`src/rtl/sio_cfg_pkg.sv`:
```
package sio_cfg_pkg;

  localparam int ADDR_W = 10;
  localparam int BYTE_W = 8;

  // Index values that software uses to reach the configuration bytes
  localparam logic [7:0] IDX_LOW       = 8'hBC;
  localparam logic [7:0] IDX_PAR_CTL   = 8'hBE;
  localparam logic [7:0] IDX_PAR_BASE  = 8'hBF;
  localparam logic [7:0] IDX_SER_CTL   = 8'hDB;
  localparam logic [7:0] IDX_SERA_BASE = 8'hDC;
  localparam logic [7:0] IDX_SERB_BASE = 8'hDD;
  localparam logic [7:0] IDX_FDC_CTL   = 8'hFB;
  localparam logic [7:0] IDX_IDE_CTL   = 8'hFE;

  // Strobes from the port-pair control to the register datapath
  typedef struct packed {
    logic idxLoad;
    logic dataStore;
    logic idxRead;
    logic dataRead;
  } cfgStrobe_t;

  // Configuration bytes consumed by the address decoder
  typedef struct packed {
    logic [BYTE_W-1:0] parCtl;
    logic [BYTE_W-1:0] parBase;
    logic [BYTE_W-1:0] serCtl;
    logic [BYTE_W-1:0] serABase;
    logic [BYTE_W-1:0] serBBase;
    logic [BYTE_W-1:0] fdcCtl;
    logic [BYTE_W-1:0] ideCtl;
  } cfgView_t;

  function automatic logic [BYTE_W-1:0] resetValue(input logic [7:0] idx);
    case (idx)
      IDX_PAR_BASE:  return 8'hDE;
      IDX_SERA_BASE: return 8'hFE;
      IDX_SERB_BASE: return 8'hBE;
      default:       return 8'h00;
    endcase
  endfunction

endpackage

```
`src/rtl/sio_cfg_ctrl.sv`:
```
module sio_cfg_ctrl
  import sio_cfg_pkg::*;
#(
  parameter logic [ADDR_W-1:0] CFG_BASE = 10'h0F2
) (
  input  logic [ADDR_W-1:0] busAddr,
  input  logic              rdEn,
  input  logic              wrEn,
  output cfgStrobe_t        strobe
);

  logic pairHit;
  logic oddPort;

  assign pairHit = (busAddr[ADDR_W-1:1] == CFG_BASE[ADDR_W-1:1]);
  assign oddPort = busAddr[0];

  always_comb begin
    strobe.idxLoad   = pairHit && !oddPort && wrEn;
    strobe.dataStore = pairHit &&  oddPort && wrEn;
    strobe.idxRead   = pairHit && !oddPort && rdEn;
    strobe.dataRead  = pairHit &&  oddPort && rdEn;
  end

endmodule

```
`src/rtl/sio_cfg_regs.sv`:
```
module sio_cfg_regs
  import sio_cfg_pkg::*;
#(
  parameter logic [7:0] LOW_IDX = IDX_LOW
) (
  input  logic              clk,
  input  logic              rstN,
  input  cfgStrobe_t        strobe,
  input  logic [BYTE_W-1:0] wrData,
  output logic [BYTE_W-1:0] rdData,
  output logic [7:0]        curIdx,
  output cfgView_t          view
);

  localparam int NUM_SLOTS = 256 - int'(LOW_IDX);

  logic [BYTE_W-1:0] slot [NUM_SLOTS];
  logic [7:0]        slotSel;

  always_ff @(posedge clk) begin
    if (!rstN)               curIdx <= '0;
    else if (strobe.idxLoad) curIdx <= wrData;
  end

  for (genvar i = 0; i < NUM_SLOTS; i++) begin : gSlot
    localparam logic [7:0] MY_IDX = 8'(int'(LOW_IDX) + i);
    always_ff @(posedge clk) begin
      if (!rstN)
        slot[i] <= resetValue(MY_IDX);
      else if (strobe.dataStore && curIdx == MY_IDX)
        slot[i] <= wrData;
    end
  end

  assign slotSel = curIdx - LOW_IDX;

  always_comb begin
    rdData = '0;
    if (strobe.idxRead)
      rdData = curIdx;
    else if (strobe.dataRead)
      rdData = (curIdx < LOW_IDX) ? '1 : slot[slotSel];
  end

  always_comb begin
    view.parCtl   = slot[IDX_PAR_CTL   - LOW_IDX];
    view.parBase  = slot[IDX_PAR_BASE  - LOW_IDX];
    view.serCtl   = slot[IDX_SER_CTL   - LOW_IDX];
    view.serABase = slot[IDX_SERA_BASE - LOW_IDX];
    view.serBBase = slot[IDX_SERB_BASE - LOW_IDX];
    view.fdcCtl   = slot[IDX_FDC_CTL   - LOW_IDX];
    view.ideCtl   = slot[IDX_IDE_CTL   - LOW_IDX];
  end

endmodule

```
`src/rtl/sio_port_decode.sv`:
```
module sio_port_decode
  import sio_cfg_pkg::*;
#(
  parameter logic [ADDR_W-1:0] FDC_PRI = 10'h3F0,
  parameter logic [ADDR_W-1:0] FDC_SEC = 10'h370,
  parameter logic [ADDR_W-1:0] IDE_PRI = 10'h1F0
) (
  input  cfgView_t          view,
  input  logic [ADDR_W-1:0] busAddr,
  input  logic              busActive,
  output logic [1:0]        serCs,
  output logic              parCs,
  output logic              fdcCs,
  output logic              ideCs
);

  localparam int SER_PORTS = 2;

  logic [BYTE_W-1:0] serBase [SER_PORTS];
  logic [SER_PORTS-1:0] serOff;
  logic [ADDR_W-1:0] fdcBase;
  logic parWide;
  logic parHit;

  assign serBase[0] = view.serABase;
  assign serBase[1] = view.serBBase;
  // primary port: disable bit 4, power-down bit 3; secondary: bits 1 and 0
  assign serOff[0]  = view.serCtl[4] | view.serCtl[3];
  assign serOff[1]  = view.serCtl[1] | view.serCtl[0];

  for (genvar p = 0; p < SER_PORTS; p++) begin : gSer
    assign serCs[p] = busActive && !serOff[p] &&
                      (busAddr[ADDR_W-1:3] == serBase[p][BYTE_W-1:1]);
  end

  assign parWide = view.serABase[0];
  assign parHit  = parWide ? (busAddr[ADDR_W-1:3] == view.parBase[BYTE_W-1:1])
                           : (busAddr[ADDR_W-1:2] == view.parBase);
  assign parCs   = busActive && parHit && !(view.parCtl[4] | view.parCtl[3]);

  assign fdcBase = view.fdcCtl[0] ? FDC_SEC : FDC_PRI;
  assign fdcCs   = busActive && !view.fdcCtl[1] &&
                   (busAddr[ADDR_W-1:3] == fdcBase[ADDR_W-1:3]);

  assign ideCs   = busActive && !view.ideCtl[1] &&
                   (busAddr[ADDR_W-1:3] == IDE_PRI[ADDR_W-1:3]);

endmodule

```
`src/rtl/sio_cfg_decoder.sv`:
```
module sio_cfg_decoder
  import sio_cfg_pkg::*;
#(
  parameter logic [ADDR_W-1:0] CFG_BASE = 10'h0F2
) (
  input  logic              clk,
  input  logic              rstN,
  input  logic [ADDR_W-1:0] busAddr,
  input  logic              rdEn,
  input  logic              wrEn,
  input  logic [BYTE_W-1:0] wrData,
  output logic [BYTE_W-1:0] rdData,
  output logic              serCsA,
  output logic              serCsB,
  output logic              parCs,
  output logic              fdcCs,
  output logic              ideCs
);

  cfgStrobe_t strobe;
  cfgView_t   view;
  logic [7:0] curIdx;
  logic [1:0] serCs;

  sio_cfg_ctrl #(.CFG_BASE(CFG_BASE)) ctrl_i (
    .busAddr(busAddr), .rdEn(rdEn), .wrEn(wrEn), .strobe(strobe)
  );

  sio_cfg_regs regs_i (
    .clk(clk), .rstN(rstN), .strobe(strobe), .wrData(wrData),
    .rdData(rdData), .curIdx(curIdx), .view(view)
  );

  sio_port_decode dec_i (
    .view(view), .busAddr(busAddr), .busActive(rdEn | wrEn),
    .serCs(serCs), .parCs(parCs), .fdcCs(fdcCs), .ideCs(ideCs)
  );

  assign serCsA = serCs[0];
  assign serCsB = serCs[1];

endmodule

```
`config.mk`:
```
export PLATFORM = sky130hd
export DESIGN_NAME = sio_cfg_decoder
export DESIGN_NICKNAME = d
export VERILOG_FILES = /design/src/rtl/sio_cfg_pkg.sv /design/src/rtl/sio_cfg_ctrl.sv /design/src/rtl/sio_cfg_regs.sv /design/src/rtl/sio_port_decode.sv /design/src/rtl/sio_cfg_decoder.sv
export SDC_FILE = /design/constraint.sdc
export NUM_CORES = 1
export LEC_CHECK = 0
export ABC_AREA = 1
export BUFFER_PORTS_ARGS = -buffer_cell sky130_fd_sc_hd__buf_2
export CORE_UTILIZATION = 50
export CTS_CLUSTER_SIZE = 24
export DETAILED_ROUTE_END_ITERATION = 6
export GPL_ROUTABILITY_DRIVEN = 1
export PLACE_DENSITY_LB_ADDON = 0.12
export SLEW_MARGIN = 20
export SYNTH_ARGS = -nofsm -noshare
export SYNTH_HDL_FRONTEND = slang
export SYNTH_SLANG_ARGS = --single-unit
```
`constraint.sdc`:
```
create_clock -name clk -period 2.6 [get_ports clk]
set_input_delay 0.13 -clock clk [delete_from_list [all_inputs] [get_ports clk]]
set_output_delay 0.13 -clock clk [all_outputs]
set_load 0.02 [all_outputs]
```
# Yosys cells after proc, flatten, opt, wreduce, memory -nomap -nowiden
# Memories as Yosys holds them, arrays and structs flattened.
# Index checks and enable logic that the tools add are counted.
[word_totals]
reg_bits = 8
ramBits = 544
inputBits = 22
mem_count = 1
[op_classes]
n_addsub = 1
magnitude_cmp = 1
n_eq_ne = 75
mux = 278
bitwise = 72
n_reduce_logical = 90
[memory_table]
columns = ["name", "words", "word_bits", "rd", "rd_clocked_by_memory_dff", "wr", "line_no", "rtl"]
rows = [
  ["regs_i.slot", 68, 8, 8, 0, 68, "sio_cfg_regs.sv:17", "logic [BYTE_W-1:0] slot [NUM_SLOTS];"],
]
[op_table]
columns = ["cell", "n"]
rows = [
  ["2-to-1 mux 8 bit", 72],
  ["== test 8 bit, second input constant", 68],
  ["2-to-1 mux 1 bit", 206],
  ["logical AND 1 bit", 84],
  ["bitwise OR 1 bit", 72],
  ["== test 7 bit", 4],
  ["== test 9 x 7 -> 1 bit, second input constant", 1],
  ["== test 8 bit", 1],
  ["< comparator 8 bit, second input constant", 1],
  ["== test 7 x 6 -> 1 bit, second input constant", 1],
  ["subtractor 7 x 6 -> 7 bit, second input constant", 1],
  ["zero test 1 bit", 6],
]

# Longest topological paths before layout
# Gate-level depths: netlist of run 1.
[depth]
word_depth = 8
depth_mapped = 15

# By module
# Synthesis of run 1 repeated with hierarchy kept, for this count alone.
[hier_totals]
hier_cells = 2945
hier_area_um2 = 26516.7
[modules_own_cells]
columns = ["mod", "instances", "cells_each", "area_per_inst_um2", "seq_area_each_um2"]
rows = [
  ["sio_cfg_regs", 1, 2840, 25994.9, 16495.8],
  ["sio_port_decode", 1, 86, 436.7, 0.0],
  ["sio_cfg_ctrl", 1, 16, 73.8, 0.0],
  ["sio_cfg_decoder", 1, 3, 11.3, 0.0],
]

# Worst setup path after synthesis of run 1
# No wires, ideal clock.
[synth_timing]
path_kind = "register to register"
from = "register regs_i.curIdx[2]"
to = "memory regs_i.slot[61][0], enable pin"
setup_time_ps = 384
arrival_ps = 2347
path_slack_ps = -131
stages_incl_launch_ff = 11
n_path_buf = 2
cell_sequence = "dfxtp_1 > inv_1 > clkbuf_1 > buf_1 > ha_1 > inv_1 > nor2_4 > inv_2 > nor2_2 > inv_1 > o21ai_0"
[synth_rtl]
columns = ["item", "line_no", "rtl"]
rows = [
  ["from (decl)", "sio_cfg_regs.sv:11", "output logic [7:0] curIdx,"],
  ["from (signal assigned)", "sio_cfg_regs.sv:22", "else if (strobe.idxLoad) curIdx <= wrData;"],
  ["to (decl)", "sio_cfg_regs.sv:17", ""],
]

# Final worst setup path of run 1
[layout_timing]
from = "register regs_i.curIdx[0]"
to = "output port rdData[0]"
[layout_between]
elab_chain_cells = 5
elab_cells_between_ends = 6
classes_between = "add/sub: 1; order compare: 1; mux: 3; memory: 1"
[layout_rtl]
columns = ["item", "line_no", "rtl"]
rows = [
  ["subtractor 7 x 6 -> 7 bit", "sio_cfg_regs.sv:35", "assign slotSel = curIdx - LOW_IDX;"],
  ["memory read (68 x 8 bit)", "-", ""],
  ["2-to-1 mux 8 bit", "sio_cfg_regs.sv:42", "rdData = (curIdx < LOW_IDX) ? '1 : slot[slotSel];"],
  ["2-to-1 mux 8 bit", "sio_cfg_regs.sv:41", "else if (strobe.dataRead)"],
  ["2-to-1 mux 8 bit (*)", "sio_cfg_regs.sv:39", "if (strobe.idxRead)"],
  ["to (decl)", "sio_cfg_decoder.sv:12", "output logic [BYTE_W-1:0] rdData,"],
]
# Every way passes the cells marked *; elsewhere a longest branch is shown, timed or not.

==> impl.org, run 1 <==
** Timing
- Final worst slack :: -0.2999 ns
- Final number of max-transition violations :: 0
- Final min period :: 2.900 ns
- On the final layout, the worst hold slack is 0.1515 ns.
- Fmax :: 0.3448 GHz
- Final number of setup-violating endpoints :: 16
- In the finished design, the share of the clock period the worst path needs comes to 1.115.
- The count of final hold-check violations came to 0.
- Measured against its own limit, the worst slew margin works out to 0.4307.
- Clock skew on the completed layout was measured at 0.01972 ns.
- Setup repair after global routing could not meet its margin everywhere.
- At the pin with the least slew margin, the transition time is 0.8462 ns.
- After routing, the total negative slack on setup checks comes to -2.270 ns.

** Setup path
- Cells along the critical path :: buf_6, buf_6, nor2_4, buf_6, buf_12, nand2_2, nand4_1, nand3_2, nand3_2, nand3_2, nand2_2, nand2_1, nand2_1, nand2_1, nand2_1, buf_6
- Maximum single-stage delay on the critical path :: 0.39 ns
- Data required, critical path :: 2.47 ns
- Startpoint kind of the worst setup timing path :: flip-flop
- The cell family contributing the most delay on the critical path is simple AND/OR/NAND/NOR gates.
- Together, buffers and inverters on the worst path number 5.
- STA classifies the critical path endpoint as an output port.
- Slowest library cell on the worst path :: sky130_fd_sc_hd__dfxtp_4
- In this run the worst path has a maximum fanout of 7.
- Category of the critical setup timing path :: flip-flop to output port
- Data arrives at the worst endpoint at 2.77 ns.

** Synth
- The share of the Yosys chip area taken by registers is 0.6241.
- Fraction of synthesized cell area taken by the top area cell type :: 0.6181
- Cell with the most instances after synthesis :: sky130_fd_sc_hd__nand2_1
- After synthesis, the mean cell area works out to 9.193 µm².
- Post-synthesis instance area :: 26430 µm²
- After synthesis, the cell types taking the most area are sky130_fd_sc_hd__edfxtp_1, sky130_fd_sc_hd__nand2_1, sky130_fd_sc_hd__nor2_1, sky130_fd_sc_hd__nand3_1, sky130_fd_sc_hd__clkbuf_1.
- Synthesis instantiated 36 different standard cells from the library.
- Dominant cell type by area after synthesis :: sky130_fd_sc_hd__edfxtp_1
- Synth async-reset ratio :: 0
- Number of flops mapped to enable cells by yosys :: 544
- The number of nets handed over by synthesis was 2901.
- For this run, the leading register cell type out of synthesis is sky130_fd_sc_hd__edfxtp_1.
- Number of cells produced by synthesis :: 2875
- Counting flops and latches in the post-synthesis netlist gives 552.
- After synthesis, the most frequently instantiated cells are sky130_fd_sc_hd__nand2_1, sky130_fd_sc_hd__nor2_1, sky130_fd_sc_hd__edfxtp_1.
- Count of warnings emitted by yosys :: 0

** Final layout
- From synthesis to final layout, the design area changed by 22.34%.
- Nets :: 3033
- Fraction of layout cells with a size suffix above 1 :: 0.1889

** Routing
- Dividing the detail-routed wire length by the instance count gives 24.61 µm.
- Across all layers, the routed design uses 22020 vias.
- Met3 wirelength from detailed routing :: 9525 µm
- Final routed wirelength across all metal layers :: 91950 µm
- Total met2 wirelength after detailed routing :: 42290 µm
- The detail route stage leaves a number of antenna-violating nets equal to 0.
- For this block, the initial DRC count from the detailed router was 2605.
- The first detailed-routing pass ran for 5 iterations.
- Routed metal-1 wirelength :: 36170 µm
- Using the TritonRoute via totals, the vias-per-cell ratio works out to 5.894.
- The detailed router used layers up to and including met4.
- Drc violations :: 0

** Run status
- Failing checks :: setup timing
- The flow ran to the end, but the final reports show violations.

** Pwr
- Dividing total power by cell area gives a power density of 609.3 nW/µm².
- Net switching power of the design :: 0.004322 W
- The share of total power dissipated in sequential elements is 0.513.
- Int Power :: 0.01538 W
- Of the total power, the share spent switching nets is 0.2194.
- Clock share of power :: 0.441
- Gate power share :: 0.047
- Leakage power figure :: 13.06 nW
- Worst IR Drop VDD :: 0.5463 mV

** Global routing
- The number of global-route vias before repair is 21110.
- GRT overflow :: 0
- Maximum number of pins on one net before global-route repair :: 72
- The number of antenna violations at the first check in global routing is 0.
- First-pass GRT wire length :: 134900 µm
- Global-route usage over all layers :: 0.3446

** Flow run
- Across the run, the number of max-cap violations was 0.

** Floorplan
- Total Die Area :: 53780 µm²
- Initial core utilization :: 0.5111
- In this run the horizontal extent of the chip is 231.9 µm.
- After floorplanning, the core was sized to cover 51720 µm².
- Vert. Die Dim :: 231.9 µm
- Placement row count :: 83
- Pin placement for this block handled 35 I/O pins.

** Placed design
- The HPWL after detailed placement is 57240 µm.
- Input and output buffers added on the ports amount to 34.
- At the end of routability-driven placement, the weighted congestion stood at 1.049.

** CTS
- Number of buffers inserted during clock tree synthesis :: 58
- Clock sink count :: 552
- Clock transition at the registers of the reported paths :: 0.07 ns
- At the later pin of the worst-skew pair, clock insertion delay measures 0.63 ns.
- CTS Root Cell :: sky130_fd_sc_hd__clkbuf_16
- Deepest level of the CTS H-tree :: 2
- CTS tree :: done
- Counting along the longest clock path gives a buffer depth of 3.

** Hold path
- Worst hold path class :: input pin to flip-flop
## per-stage QoR
stage / utilization / setup slack (ns) / area, µm² / cells / total power (W)
3_5_place_dp: 0.5493 / -0.02858 / 28410 / 3573 / 0.01115
5_1_grt: 0.6252 / -0.3566 / 32330 / 3735 / 0.02011
4_1_cts: 0.6170 / -0.2337 / 31910 / 3731 / 0.01972
3_3_place_gp: 0.5493 / -0.1041 / 28410 / 3573 / 0.01113
6_report: 0.6252 / -0.2999 / 32340 / 3736 / 0.01970
2_1_floorplan: - / -0.1306 / 26430 / 2875 / 0.01071
## cell families after synthesis
| family | synth area share |
|---|---|
| xor+xnor | 0.007290 |
| flops | 0.6241 |
| simple gates | 0.3079 |
| compound gates | 0.02107 |
| buf+inv | 0.03773 |
| fa+ha+maj | 0.001894 |
## cell usage in the layout (no fill, tap or decap), drive strengths merged
master / netlist / layout
a211oi: 10 / 10
a21oi: 5 / 5
a22oi: 2 / 2
a41oi: 7 / 7
buf: 42 / 246
bufbuf: 0 / 4
bufinv: 0 / 9
clkbuf: 150 / 71
clkinv: 1 / 34
dfxtp: 8 / 8
diode: 0 / 1
dlygate4sd3: 0 / 8
edfxtp: 544 / 544
ha: 4 / 4
inv: 67 / 68
nand2: 1015 / 1015
nand3: 279 / 279
nand3b: 5 / 5
nand4: 45 / 45
nor2: 569 / 569
nor3: 21 / 21
nor4: 4 / 4
o2111a: 1 / 1
o2111ai: 1 / 1
o21ai: 72 / 72
or3b: 1 / 1
xnor2: 15 / 15
xor2: 7 / 7
## cell type report
class                      instances  area [µm²]
antenna                            1       2.502
clock buffer                      66        1545
clock inverter                    42       415.4
fill                            4287       19380
inverter                          68       271.5
multi-input combinational       2063        9773
sequential                       552       16500
tap                              680       850.8
timing repair buffer             263        2957
timing repair inverter             1       16.27
## power by group through the flow
stage / clock [W] / sequential, W / combinational, W
3_5_place_dp: 0 / 0.0103 / 0.000861
4_1_cts: 0.00873 / 0.0101 / 0.000895
6_report: 0.00868 / 0.0101 / 0.000920
3_3_place_gp: 0 / 0.0103 / 0.000853
5_1_grt: 0.00901 / 0.0101 / 0.000974
2_1_floorplan: 0 / 0.0103 / 0.000446
## routing by layer
layer,up-vias,track usage
li1,9833,-
met1,10690,0.4651
met2,1282,0.5452
met3,215,0.06827
met4,0,0.1410
met5,-,0
## final timing paths
path | startpoint | endpoint | slack, ns | cells past startpoint
hold / removal | wrEn | regs_i.curIdx[1] | 0.15 | 4
setup / recovery | regs_i.curIdx[0] | rdData[0] | -0.30 | 16
setup reg to reg | regs_i.curIdx[4] | regs_i.slot[64][5] | -0.04 | 5
hold reg to reg | regs_i.curIdx[7] | regs_i.curIdx[7] | 0.53 | 2
## worst reg2reg max path, delay by kind of cell, from the launching register on
kind	cells	cell delay, ns
flops	1	0.61
compound gates	1	0.70
simple gates	2	0.35
buf+inv	2	0.68
## what timing repair did
item,CTS,global route
pin swaps,57,41
buffers inserted,27,0
setup endpoints to repair,8,48
hold buffers,8,0
resized for setup,186,73
gates cloned,16,5
endpoints found under the hold margin,9,0
## registers in the layout (all words and copies together), names as in the netlist
signal         flops
regs_i.slot      544
regs_i.curIdx      8
No activity file was read; power rests on OpenSTA's default activity.
==> inputs of run 2 (changes only) <==
--- a/config.mk
+++ b/config.mk
@@ -7,6 +7,7 @@
 export LEC_CHECK = 0
 export ABC_AREA = 1
 export BUFFER_PORTS_ARGS = -buffer_cell sky130_fd_sc_hd__buf_2
+export CORE_MARGIN = 2
 export CORE_UTILIZATION = 50
 export CTS_CLUSTER_SIZE = 24
 export DETAILED_ROUTE_END_ITERATION = 6
==> constraint.sdc (replaced) <==
create_clock -name clk -period 2.6 [get_ports clk]
set_input_delay 0.39 -clock clk [delete_from_list [all_inputs] [get_ports clk]]
set_output_delay 0.39 -clock clk [all_outputs]
set_load 0.02 [all_outputs]
==> run 2 against run 1 <==
The flow still finishes with violations (setup timing). Sequential power about the same. Largest cell class unchanged. Via count down 0.12%. Largest power group unchanged. Final cell count increased by 1.2%. First-iteration DRC count up 4.2%. Combinational power up 2.3%. Clock power down 5.9%.
==> impl.org, run 2 (same netlist as run 1, synthesis figures left out) <==
** Floorplan
- X dimension of the die :: 233.9 µm
- The floorplan step defined a core boundary enclosing 52450 µm².
- Initial core utilization :: 0.5040
- 35 I/O pins were placed.
- The floorplan step defined a die boundary enclosing 54720 µm².
- The floorplan has 84 rows.
- Vert. Die Dim :: 233.9 µm

** CTS
- Deepest level of the CTS H-tree :: 2
- Clock transition at the registers of the reported paths :: 0.07 ns
- For this design, the sink count on the clock tree is 552.
- TritonCTS built the clock tree.
- CTS Root Cell :: sky130_fd_sc_hd__clkbuf_16
- The longest clock path from root to sink contains 3 buffers.
- The later pin in the worst-skew pair is clocked with a latency of 0.64 ns.
- In this run, CTS created clock tree buffers numbering 58.
- Post-cts hold buffer count :: 0

** Timing
- Setup repair after global routing could not meet its margin everywhere.
- Final number of setup-violating endpoints :: 8
- For the pin with the worst max-slew slack, the measured transition is 0.7455 ns.
- Final worst slack :: -0.4775 ns
- The clock arrives with 0.02052 ns of skew.
- Max-Slew Margin vs Limit :: 0.5025
- Endpoints failing hold :: 0
- Counting I/O delays and the setup requirement, the final critical path takes 3.078 ns.
- Static timing analysis puts the maximum clock frequency at 0.3249 GHz.
- Share of the clock period used by the worst path after layout :: 1.184
- Hold timing on the final database bottoms out at a slack of 0.07195 ns.
- Final number of max-transition violations :: 0

** Setup path
- The signal on the critical path passes through inv_8, buf_12, buf_8, nand2_1, nand2_1, nand2_1, nand4_1, nand3_2, nand3_1, nand3_2, nand2_1, nand2_1, nand2_1, nand2_1, nand2_2, buf_6.
- For this design, the slowest cell found on the critical path is sky130_fd_sc_hd__dfxtp_4.
- The number of buffers and inverters on the critical path is 4.
- For the worst setup path, the data arrival time is 2.69 ns.
- On the worst path, the slowest cell contributes a delay of 0.47 ns.
- Along the worst path, the maximum fanout reaches 14.
- Most Frequent Cell on Critical Path :: sky130_fd_sc_hd__nand2_1
- At the worst endpoint, the required time is 2.21 ns.
- Category of the critical setup timing path :: flip-flop to output port
- STA classifies the critical path endpoint as an output port.
- Startpoint kind of the worst setup timing path :: flip-flop
- The cell family contributing the most delay on the critical path is simple AND/OR/NAND/NOR gates.

** Placed design
- Routability-driven placement finished with a final weighted congestion of 0.9657.
- Quantity of I/O buffers inserted on ports :: 34
- Standard cell area after detailed placement :: 28960 µm²
- The wire-length estimate of the detail-placed layout is 59060 µm.
- Cell count after placement :: 3643

** Run status
- The final reports fail on setup timing.
- Outcome :: finished, violations left

** Global routing
- Global-route usage over all layers :: 0.3371
- Summed over all layers, the global routing overflow is 0.
- Entering global routing, the biggest net connects 69 pins.
- The number of global-route vias before repair came to 21270.
- Initial antenna violation count :: 1
- First-pass GRT wire length :: 134100 µm

** Final layout
- The register with the most flip-flops in the final layout is regs_i.slot.
- Final instance area :: 32260 µm²
- Area Growth Syn to Fin :: 22.07%
- The largest registers in the layout are regs_i.slot (544), regs_i.curIdx (8).
- Fraction of layout cells with a size suffix above 1 :: 0.1948
- Most frequent cells in the layout :: sky130_fd_sc_hd__nand2_1, sky130_fd_sc_hd__nor2_1, sky130_fd_sc_hd__edfxtp_1
- The library cell used most frequently in the layout, excluding fill and tap cells, is sky130_fd_sc_hd__nand2_1.
- The net count of the finished layout is 3072.
- Number of flip-flops under the largest register name :: 544
- Leaving out filler cells and counting taps, the final layout contains 3780.

** Pwr
- The analysis attributes to cell leakage a power of 13.05 nW.
- Power density relative to cell area :: 595.7 nW/µm²
- The worst-case IR drop observed on VDD is 0.4914 mV.

** Routing
- Number of optimization iterations in the first detailed-route pass :: 5
- The detailed router placed 21990 vias in this run.
- For this block, the initial DRC count from the detailed router was 2714.
- In the routed design, unresolved DRC markers number 0.
- After detailed routing, the number of vias per cell comes to 5.819.
- Post-route antenna net violation count :: 0
- In the final routed layout, each cell accounts on average for 24.17 µm.
- Final routed wirelength across all metal layers :: 91380 µm

** Hold path
- The min-delay analysis places its worst path in the category input pin to flip-flop.

** Flow run
- Max cap viols :: 0
-- run 2: layer usage --
layer,vias to the layer above,GRT usage,wire [µm]
li1,9906,-,-
met1,10630,0.4505,35920
met2,1192,0.5281,41800
met3,267,0.06724,8762
met4,4,0.1659,4863
met5,-,0,28
-- run 2: final timing paths --
kind / from / end / slack [ns] / cells past startpoint
max: regs_i.curIdx[0] / rdData[4] / -0.48 / 16
min: wrData[1] / regs_i.curIdx[1] / 0.07 / 3
max reg2reg: regs_i.curIdx[2] / regs_i.slot[44][3] / 0.04 / 9
min reg2reg: regs_i.curIdx[7] / regs_i.curIdx[7] / 0.60 / 2
-- run 2: area by class of cell --
cell class                      count  area, µm²
Antenna cell                        2      5.005
Multi-Input combinational cell   2063       9724
Timing Repair inverter              1      6.256
Sequential cell                   552      16510
Inverter                           68      270.3
Clock inverter                     31      312.8
Fill cell                        4435      20180
Timing Repair Buffer              302       3068
Tap cell                          688      860.8
Clock buffer                       73       1508
-- run 2: per-stage QoR --
step | setup WS, ns | power (W) | utilization | TNS [ns]
final | -0.4775 | 0.01922 | 0.6152 | -3.616
after global routing | -0.5996 | 0.01969 | 0.6151 | -4.429
after CTS | -0.4518 | 0.01926 | 0.6119 | -3.392
after detailed placement | -0.3704 | 0.01118 | 0.5521 | -10.63
after global placement | -0.3349 | 0.01117 | 0.5521 | -12.03
after floorplan | -0.1372 | 0.01071 | - | -8.729
-- run 2: timing repair --
item | in CTS | in global routing
endpoints found under the setup margin | 8 | 8
gates cloned | 11 | 1
buffers inserted | 20 | 0
resized for setup | 175 | 35
pin swaps | 39 | 18
-- run 2: worst register-to-register path, cell delays in order, from the launching register on --
cell and delay (ns):
sky130_fd_sc_hd__dfxtp_4 0.38, sky130_fd_sc_hd__inv_2 0.12, sky130_fd_sc_hd__buf_12 0.31, sky130_fd_sc_hd__ha_1 0.21, sky130_fd_sc_hd__inv_1 0.07, sky130_fd_sc_hd__nor2_4 0.13, sky130_fd_sc_hd__buf_4 0.13, sky130_fd_sc_hd__nand2_1 0.17
sky130_fd_sc_hd__o21ai_0 0.45, sky130_fd_sc_hd__buf_4 0.28
-- run 2: power by group --
part           internal, W  total (W)  switching, W
sequential          0.0100     0.0101     0.0000874
combinational     0.000257   0.000941      0.000684
clock              0.00467    0.00817       0.00350
total               0.0149     0.0192       0.00427
